`src/rtl/irqmux_pkg.sv`:
```
package irqmux_pkg;

    // Each channel window spans 2**WIN_LG bytes.
    localparam int WIN_LG = 6;

    localparam logic [WIN_LG-1:0] OFS_MASK = 6'h10;
    localparam logic [WIN_LG-1:0] OFS_VIEW = 6'h20;

    typedef enum logic [1:0] {
        RK_NONE = 2'd0,
        RK_MASK = 2'd1,
        RK_VIEW = 2'd2
    } reg_kind_e;

    function automatic reg_kind_e kind_of(logic [WIN_LG-1:0] ofs);
        case (ofs)
            OFS_MASK: return RK_MASK;
            OFS_VIEW: return RK_VIEW;
            default:  return RK_NONE;
        endcase
    endfunction

endpackage

```
`src/rtl/irqmux_decode.sv`:
```
module irqmux_decode
    import irqmux_pkg::*;
#(
    parameter int ADDR_W = 12,
    parameter int NUM_CH = 8,
    localparam int CH_W  = (NUM_CH > 1) ? $clog2(NUM_CH) : 1
) (
    input  logic [ADDR_W-1:0] addr,
    output reg_kind_e         kind,
    output logic [CH_W-1:0]   ch
);
    localparam int WIN_FIELD_W = ADDR_W - WIN_LG;

    logic [WIN_FIELD_W-1:0] win;
    logic                   in_range;

    assign win      = addr[ADDR_W-1:WIN_LG];
    assign in_range = (int'(win) < NUM_CH);
    assign ch       = win[CH_W-1:0];

    always_comb begin
        kind = RK_NONE;
        if (in_range) begin
            kind = kind_of(addr[WIN_LG-1:0]);
        end
    end
endmodule

```
`src/rtl/irqmux_chan.sv`:
```
module irqmux_chan #(
    parameter int NUM_SRC = 32
) (
    input  logic               clk,
    input  logic               rst,
    input  logic [NUM_SRC-1:0] src_lvl,
    input  logic               wr_en,
    input  logic [NUM_SRC-1:0] wr_data,
    output logic [NUM_SRC-1:0] mask_q,
    output logic [NUM_SRC-1:0] view,
    output logic               irq_q
);
    assign view = src_lvl & mask_q;

    always_ff @(posedge clk) begin
        if (rst) begin
            mask_q <= '0;
            irq_q  <= 1'b0;
        end else begin
            if (wr_en) begin
                mask_q <= wr_data;
            end
            irq_q <= |view;
        end
    end

    // a write strobe loads the mask word on the next edge
    a_r2_mask_load: assert property (@(posedge clk) disable iff (rst)
        wr_en |=> (mask_q == $past(wr_data)));

    // without a strobe for this channel the mask holds
    a_r9_mask_hold: assert property (@(posedge clk) disable iff (rst)
        !wr_en |=> $stable(mask_q));

    // output is one stage behind the masked source levels
    a_r4_irq_stage: assert property (@(posedge clk) disable iff (rst)
        1'b1 |=> (irq_q == |($past(src_lvl) & $past(mask_q))));

    // all sources low means the output drops on the next edge
    a_r10_no_latch: assert property (@(posedge clk) disable iff (rst)
        (src_lvl == '0) |=> !irq_q);
endmodule

```
`src/rtl/irq_fanout_mux.sv`:
```
module irq_fanout_mux
    import irqmux_pkg::*;
#(
    parameter int NUM_SRC = 32,
    parameter int NUM_CH  = 8,
    parameter int ADDR_W  = 12,
    localparam int CH_W   = (NUM_CH > 1) ? $clog2(NUM_CH) : 1
) (
    input  logic               clk,
    input  logic               rst,
    input  logic [NUM_SRC-1:0] src_lvl,
    input  logic [ADDR_W-1:0]  reg_addr,
    input  logic               reg_wr,
    input  logic [NUM_SRC-1:0] reg_wdata,
    output logic [NUM_SRC-1:0] reg_rdata,
    output logic [NUM_CH-1:0]  chan_irq
);
    reg_kind_e                        sel_kind;
    logic [CH_W-1:0]                  sel_ch;
    logic [NUM_CH-1:0]                wr_vec;
    logic [NUM_CH-1:0][NUM_SRC-1:0]   mask_all;
    logic [NUM_CH-1:0][NUM_SRC-1:0]   view_all;

    irqmux_decode #(
        .ADDR_W (ADDR_W),
        .NUM_CH (NUM_CH)
    ) u_dec (
        .addr (reg_addr),
        .kind (sel_kind),
        .ch   (sel_ch)
    );

    for (genvar c = 0; c < NUM_CH; c++) begin : g_ch
        assign wr_vec[c] = reg_wr && (sel_kind == RK_MASK) && (sel_ch == CH_W'(c));

        irqmux_chan #(
            .NUM_SRC (NUM_SRC)
        ) u_chan (
            .clk     (clk),
            .rst     (rst),
            .src_lvl (src_lvl),
            .wr_en   (wr_vec[c]),
            .wr_data (reg_wdata),
            .mask_q  (mask_all[c]),
            .view    (view_all[c]),
            .irq_q   (chan_irq[c])
        );
    end

    always_comb begin
        case (sel_kind)
            RK_MASK: reg_rdata = mask_all[sel_ch];
            RK_VIEW: reg_rdata = view_all[sel_ch];
            default: reg_rdata = '0;
        endcase
    end

    // at most one channel mask is written per cycle
    a_r9_one_strobe: assert property (@(posedge clk) disable iff (rst)
        $onehot0(wr_vec));

    // a write to a masked-view address leaves all masks intact
    a_r7_view_readonly: assert property (@(posedge clk) disable iff (rst)
        (reg_wr && sel_kind == RK_VIEW) |=> $stable(mask_all));

    // unmapped reads return zero
    a_r8_unmapped_zero: assert property (@(posedge clk) disable iff (rst)
        (sel_kind == RK_NONE) |-> (reg_rdata == '0));

    // the masked view never shows a source that is low
    a_r3_view_subset: assert property (@(posedge clk) disable iff (rst)
        (sel_kind == RK_VIEW) |-> ((reg_rdata & ~src_lvl) == '0));
endmodule

```
`config.mk`:
```
export PLATFORM = sky130hd
export DESIGN_NAME = irq_fanout_mux
export DESIGN_NICKNAME = d
export VERILOG_FILES = /design/src/rtl/irqmux_pkg.sv /design/src/rtl/irqmux_decode.sv /design/src/rtl/irqmux_chan.sv /design/src/rtl/irq_fanout_mux.sv
export SDC_FILE = /design/constraint.sdc
export NUM_CORES = 1
export LEC_CHECK = 0
export BUFFER_PORTS_ARGS = -buffer_cell sky130_fd_sc_hd__buf_2
export CORE_MARGIN = 1.5
export CORE_UTILIZATION = 50
export CTS_BUF_LIST = sky130_fd_sc_hd__clkbuf_4 sky130_fd_sc_hd__clkbuf_8
export DETAILED_ROUTE_END_ITERATION = 6
export PLACE_DENSITY = 0.74
export SKIP_LAST_GASP = 1
export SLEW_MARGIN = 20
export SYNTH_ARGS = -nofsm -noshare
export SYNTH_HDL_FRONTEND = slang
export SYNTH_SLANG_ARGS = --single-unit
```
`constraint.sdc`:
```
create_clock -name clk -period 1.95 [get_ports clk]
set_input_delay 0.2925 -clock clk [delete_from_list [all_inputs] [get_ports clk]]
set_output_delay 0.2925 -clock clk [all_outputs]
set_load 0.05 [all_outputs]
```
==> results.sh, run 1 <==
export IMPL_met2_usage_pct=62.2
export IMPL_clk_pin_slew_ns=0.06
export IMPL_p_sw_mw=3.07
export IMPL_grtUsageMet3_pct=13.4
export IMPL_worst_slew_pin_slew_ns=0.584
export IMPL_boundaryPins=119
export IMPL_start_util_pct=51.2
export IMPL_violations="setup timing"
export IMPL_drtIter0Drc=3072
export IMPL_vdd_drop_max_v=0.000455
export IMPL_crit_start="g_ch[7].u_chan.mask_q[5]"
export IMPL_final_common_cell="a21oi_1"
export IMPL_cts_sinks=264
export IMPL_hold_path_class="input pin to flop"
export IMPL_instances_no_fill=2137
export IMPL_final_cell_mix="a21oi_1 (277), nand3_1 (256), o21ai_0 (232), buf_4 (172), dfxtp_2 (142)"
export IMPL_cp_max_fo=3
export IMPL_root_buffer="clkbuf_8"
export IMPL_cap_violations=0
export IMPL_hold_ws_ns=0.0529
export IMPL_synthesis_nets=1703
export IMPL_combPwrFrac_pct=8.5
export IMPL_synth_cell_types=31
export IMPL_setup_viol_count_final=32
export IMPL_clk_latency_ns=0.57
export IMPL_arrival_ns=1.99
export IMPL_first_pass_iters=6
export IMPL_powerDensity_mw_per_mm2=665
export IMPL_path_class="flop to output port"
export IMPL_via_per_inst=7.27
export IMPL_die_w_um=169
export IMPL_synth_top_area_share_pct=38.2
export IMPL_slowest_delay_ns=0.52
export IMPL_cts_max_level=2
export IMPL_post_route_period_util_pct=117
export IMPL_fp_dieH_um=169
export IMPL_post_dp_hpwl_mm=38.7
export IMPL_seq_area_frac_synth_pct=38.2
export IMPL_rsz0062_at_grt="yes"
export IMPL_pwr_share_seq_pct=45.5
export IMPL_clk_path_buf_depth=3
export IMPL_wl_per_cell_um=28.4
export IMPL_internal_power_mw=8.77
export IMPL_ant_nets=0
export IMPL_grt_overflow_total=0
export IMPL_grt_max_degree=90
export IMPL_p_total_mw=11.8
export IMPL_critPathSlowestCell="mux4_2"
export IMPL_crit_path_start_kind="flop"
export IMPL_drive_above_1_share_pct=38.7
export IMPL_synthToLayoutAreaGrowth_pct=28.7
export IMPL_endpoint_kind="output port"
export IMPL_busiest_layer="met2"
export IMPL_p_leak_nw=6.52
export IMPL_outcome="finished, violations left"
export IMPL_fin_setup_tns_ns=-7.25
export IMPL_syn_area_per_cell_um2=8.53
export IMPL_antenna_found_initial=8
export IMPL_ys_warn_count=0
export IMPL_min_period_ns=2.28
export IMPL_nNetsFinal=1840
export IMPL_synth_seq_cells=264
export IMPL_crit_chain="mux4_2 > mux2i_4 > nor3_4 > buf_6"
export IMPL_cp_required_ns=1.66
export IMPL_ys_top_cells_by_area="dfxtp_1 (38%), a21oi_1 (10%), nand3_1 (9.3%)"
export IMPL_switching_share_pct=25.9
export IMPL_placed_cells=1940
export IMPL_num_rows=60
export IMPL_grt_pass1_vias=14300
export IMPL_syn_inst=1622
export IMPL_slew_headroom_pct=61.0
export IMPL_worst_slack_ns=-0.329
export IMPL_die_area_mm2=0.0287
export IMPL_design_core_area_mm2=0.0270
export IMPL_drc=0
export IMPL_yosys_area_top_type="dfxtp_1"
export IMPL_clkPwrFrac_pct=46.1
export IMPL_fin_skew_ns=0.0165
export IMPL_hold_viol=0
export IMPL_slew_violations=0
export IMPL_portBuffers=118
export IMPL_holdCritStartpoint="reg_wdata[10]"
export IMPL_grt_total_usage_pct=41.6
export IMPL_gp_congestion=1.07
export IMPL_cts_tree="done"
export IMPL_routed_wl_mm=60.8
export IMPL_syn_area_mm2=0.0138
export IMPL_grt_pass1_wl_mm=89.9
export IMPL_cts_made_buffers=46
export IMPL_r2r_start="g_ch[7].u_chan.mask_q[18]"
export IMPL_vias=15500
export IMPL_met1_usage_pct=53.5
export IMPL_max_freq_ghz=0.439
## cell families after synthesis
family | Yosys count | synth area share [%]
compound gates | 680 | 27.3
fa+ha+maj | 2 | 0.181
buf+inv | 244 | 8.56
flops | 264 | 38.2
mux | 96 | 13.0
simple gates | 336 | 12.7
## through the flow
step	setup WS [ns]	util [%]	cell area (um2)
floorplan	-0.297	-	14300
global placement	-0.460	56.8	15300
finish	-0.329	65.9	17800
CTS	-0.292	65.1	17600
detailed placement	-0.430	56.8	15300
global route	-0.351	65.8	17800
## power groups by stage
stage          clock network, mW  logic [mW]  registers [mW]
3_5_place_dp                   0       0.913            5.51
2_1_floorplan                  0       0.542            5.51
4_1_cts                     5.42       0.939            5.38
5_1_grt                     5.67        1.00            5.38
6_report                    5.45        1.00            5.38
3_3_place_gp                   0       0.909            5.51
## sequential cells by signal, indices dropped and copies added, names as in the netlist
| name | count |
|---|---|
| g_ch.u_chan.irq_q | 8 |
| g_ch.u_chan.mask_q | 256 |
## routing by layer
layer	share of wire (%)	wire length, um	up-vias
met5	0.021	13	-
met3	16	9930	297
met2	43	26000	1498
li1	-	-	6394
met1	34	20700	7352
met4	6.9	4170	2
## synth_stat cells (all sizes together)
| master | instances |
|---|---|
| nand3b | 1 |
| nand4 | 32 |
| ha | 2 |
| or2 | 1 |
| nand2 | 1 |
| nor4 | 1 |
| nand4b | 2 |
| nand2b | 2 |
| and3 | 1 |
| inv | 3 |
| nor2b | 2 |
| nand3 | 257 |
| mux4 | 64 |
| a21oi | 288 |
| o41a | 8 |
| o21ai | 256 |
| buf | 94 |
| nor3 | 33 |
| and2 | 1 |
| a22oi | 128 |
| and3b | 1 |
| mux2i | 32 |
| clkbuf | 147 |
| nor2 | 1 |
| dfxtp | 264 |
## worst paths after layout
kind                                to  slack (ns)  depth (start not counted)
min reg2reg  g_ch[5].u_chan.mask_q[23]        0.49                          2
max reg2reg       g_ch[7].u_chan.irq_q        0.23                          4
min          g_ch[4].u_chan.mask_q[10]        0.05                          3
max                       reg_rdata[5]       -0.33                          4
## worst max-delay path: cells and delay by family (launching register included)
kind / cells / cell delay, ns
muxes: 2 / 0.79
DFF: 1 / 0.33
buffers and inverters: 1 / 0.17
and+or+nand+nor: 1 / 0.13
## layout make-up
| cell class | instances | area, um2 |
|---|---|---|
| diodes | 9 | 22.5 |
| flip-flops and latches | 264 | 5490 |
| clock buffers | 74 | 931 |
| fillers | 2174 | 9220 |
| multi-input cells | 1114 | 7950 |
| clock inverters | 2 | 35.0 |
| repair buffers | 330 | 2930 |
| inverters | 3 | 11.3 |
| well taps | 341 | 427 |
## timing repair
item / 4_1_cts / 5_1_grt
gates cloned: 1 / 2
hold buffers: 0 / 0
endpoints found under the setup margin: 32 / 32
resized for setup: 249 / 25
pin swaps: 6 / 15
setup buffers: 101 / 9
Note: power is estimated with default switching activity, not from simulation.
==> inputs of run 2 (changes only) <==
Settings changed: CORE_MARGIN 1.5 to 2, CORE_UTILIZATION 50 to 30, PLACE_DENSITY 0.74 to 0.5.
==> run 2 against run 1 <==
Compared with the run above: the run still ends with setup timing left; global-route usage down 14 points; sequential share of layout area fell by 1.0 points; critical endpoint is now reg_rdata[28]; die area up 67%; worst hold slack lost 0.015 ns; routed wire length is 12% higher; register-to-register slack worse by 0.10 ns; utilization shrank 25 points; non-clock buffer count rose by 28; total power up 2.4%; highest routed layer unchanged.
==> results.sh, run 2 (synthesis results as in run 1) <==
export IMPL_cp_max_fo=3
export IMPL_rsz0062_at_grt="yes"
export IMPL_vdd_drop_max_v=0.000364
export IMPL_die_area_mm2=0.0478
export IMPL_path_class="flop to output port"
export IMPL_post_dp_hpwl_mm=44.4
export IMPL_path_buf_inv=2
export IMPL_slew_violations=0
export IMPL_nNetsFinal=1871
export IMPL_pwr_share_seq_pct=44.2
export IMPL_crit_chain="mux4_2 > mux2i_2 > buf_4 > nor3_4 > buf_12"
export IMPL_first_pass_iters=6
export IMPL_clk_path_buf_depth=3
export IMPL_critPathTopFamily="multiplexers"
export IMPL_post_route_period_util_pct=122
export IMPL_hold_viol=0
export IMPL_drive_above_1_share_pct=38.1
export IMPL_violations="setup timing"
export IMPL_portBuffers=118
export IMPL_root_buffer="clkbuf_8"
export IMPL_powerDensity_mw_per_mm2=653
export IMPL_via_per_inst=6.25
export IMPL_largestRegisters="g_ch.u_chan.mask_q (256), g_ch.u_chan.irq_q (8)"
export IMPL_switching_share_pct=26.9
export IMPL_final_common_cell="a21oi_1"
export IMPL_outcome="finished, violations left"
export IMPL_fp_dieH_um=219
export IMPL_grt_pass1_wl_mm=97.8
export IMPL_wl_per_cell_um=28.0
export IMPL_slew_headroom_pct=64.7
export IMPL_ant_nets=0
export IMPL_fin_util_pct=40.8
export IMPL_slowest_delay_ns=0.49
export IMPL_largest_register="g_ch.u_chan.mask_q"
export IMPL_worst_slew_pin_slew_ns=0.530
export IMPL_p_leak_nw=6.67
export IMPL_grt_total_usage_pct=27.5
export IMPL_largest_reg_flops=256
export IMPL_cts_tree="done"
export IMPL_synthToLayoutAreaGrowth_pct=34.3
export IMPL_clk_latency_ns=0.64
export IMPL_crit_path_start_kind="flop"
export IMPL_grt_max_degree=104
export IMPL_cts_made_buffers=49
export IMPL_gp_congestion=0.982
export IMPL_min_period_ns=2.37
export IMPL_die_w_um=219
export IMPL_design_core_area_mm2=0.0455
export IMPL_start_util_pct=30.4
export IMPL_worst_slack_ns=-0.423
export IMPL_p_sw_mw=3.27
export IMPL_antenna_found_initial=6
export IMPL_clkPwrFrac_pct=46.9
export IMPL_routed_wl_mm=67.8
export IMPL_boundaryPins=119
export IMPL_critPathSlowestCell="mux4_2"
export IMPL_internal_power_mw=8.86
export IMPL_fin_skew_ns=0.0368
export IMPL_cp_required_ns=1.66
export IMPL_placed_cells=2202
export IMPL_grt_overflow_total=0
export IMPL_setup_viol_count_final=32
export IMPL_instances_no_fill=2424
export IMPL_drc=0
export IMPL_cap_violations=0
export IMPL_grt_pass1_vias=14000
export IMPL_num_rows=78
export IMPL_endpoint_kind="output port"
export IMPL_dp_slack_ns=-0.387
export IMPL_clk_pin_slew_ns=0.06
export IMPL_n_fill_cell=4517
export IMPL_arrival_ns=2.08
export IMPL_hold_ws_ns=0.0382
export IMPL_drtIter0Drc=2288
export IMPL_max_freq_ghz=0.421
export IMPL_cts_sinks=264
export IMPL_hold_path_class="input pin to flop"
export IMPL_final_cell_mix="a21oi_1 (282), nand3_1 (256), o21ai_0 (232), buf_4 (163), a22oi_1 (128)"
export IMPL_combPwrFrac_pct=8.9
export IMPL_vias=15100
export IMPL_cts_max_level=2
## run 2: what timing repair did
item	in CTS	in global routing
hold endpoints to repair	210	0
setup endpoints to repair	32	32
pin swaps	8	15
hold buffers	29	0
gates cloned	1	3
buffers inserted	92	15
gates resized for setup	240	39
## run 2: worst reg2reg max path, stage by stage, from the launching register on
cell,delay [ns]
dfxtp_4,0.34
buf_4,0.12
buf_4,0.14
a22oi_1,0.37
nand4_1,0.18
o41a_1,0.51
## run 2: power by group through the flow
stage               combinational (mW)  sequential, mW  clock [mW]
floorplan                        0.542            5.51           0
global placement                 0.967            5.51           0
detailed placement               0.965            5.51           0
CTS                               1.04            5.37        5.74
global route                      1.10            5.35        6.02
finish                            1.08            5.36        5.69
## run 2: metrics by stage
stage          total power [mW]  cell area, um2  setup TNS (ns)
3_5_place_dp               6.48           15800          -74.45
2_1_floorplan              6.05           14300           -4.24
3_3_place_gp               6.48           15800          -66.60
6_report                   12.1           18600          -10.58
5_1_grt                    12.5           18600          -11.89
4_1_cts                    12.1           18300          -10.58
## run 2: cell type report
cell class                 instances  area, um2  area share, %
multi-input combinational       1114       7950           42.8
sequential                       264       5540           29.8
timing repair buffer             358       3310           17.8
clock buffer                      78        955           5.14
tap                              600        751           4.04
clock inverter                     3       43.8          0.236
inverter                           3       11.3         0.0606
antenna                            4       10.0         0.0539
## run 2: routing by layer
layer | vias up | GRT usage, % | routed length [um]
li1 | 6442 | - | -
met1 | 7499 | 38.0 | 27200
met5 | - | 0 | 25
met2 | 1047 | 41.1 | 29300
met3 | 150 | 7.21 | 8520
met4 | 4 | 10.5 | 2800
## run 2: worst paths after layout
check / from / end / slack [ns] / cells past startpoint
setup / recovery: g_ch[3].u_chan.mask_q[28] / reg_rdata[28] / -0.42 / 5
hold reg to reg: g_ch[3].u_chan.mask_q[28] / g_ch[3].u_chan.mask_q[28] / 0.49 / 2
setup reg to reg: g_ch[6].u_chan.mask_q[0] / g_ch[6].u_chan.irq_q / 0.13 / 5
hold / removal: reg_wdata[16] / g_ch[1].u_chan.mask_q[16] / 0.04 / 3
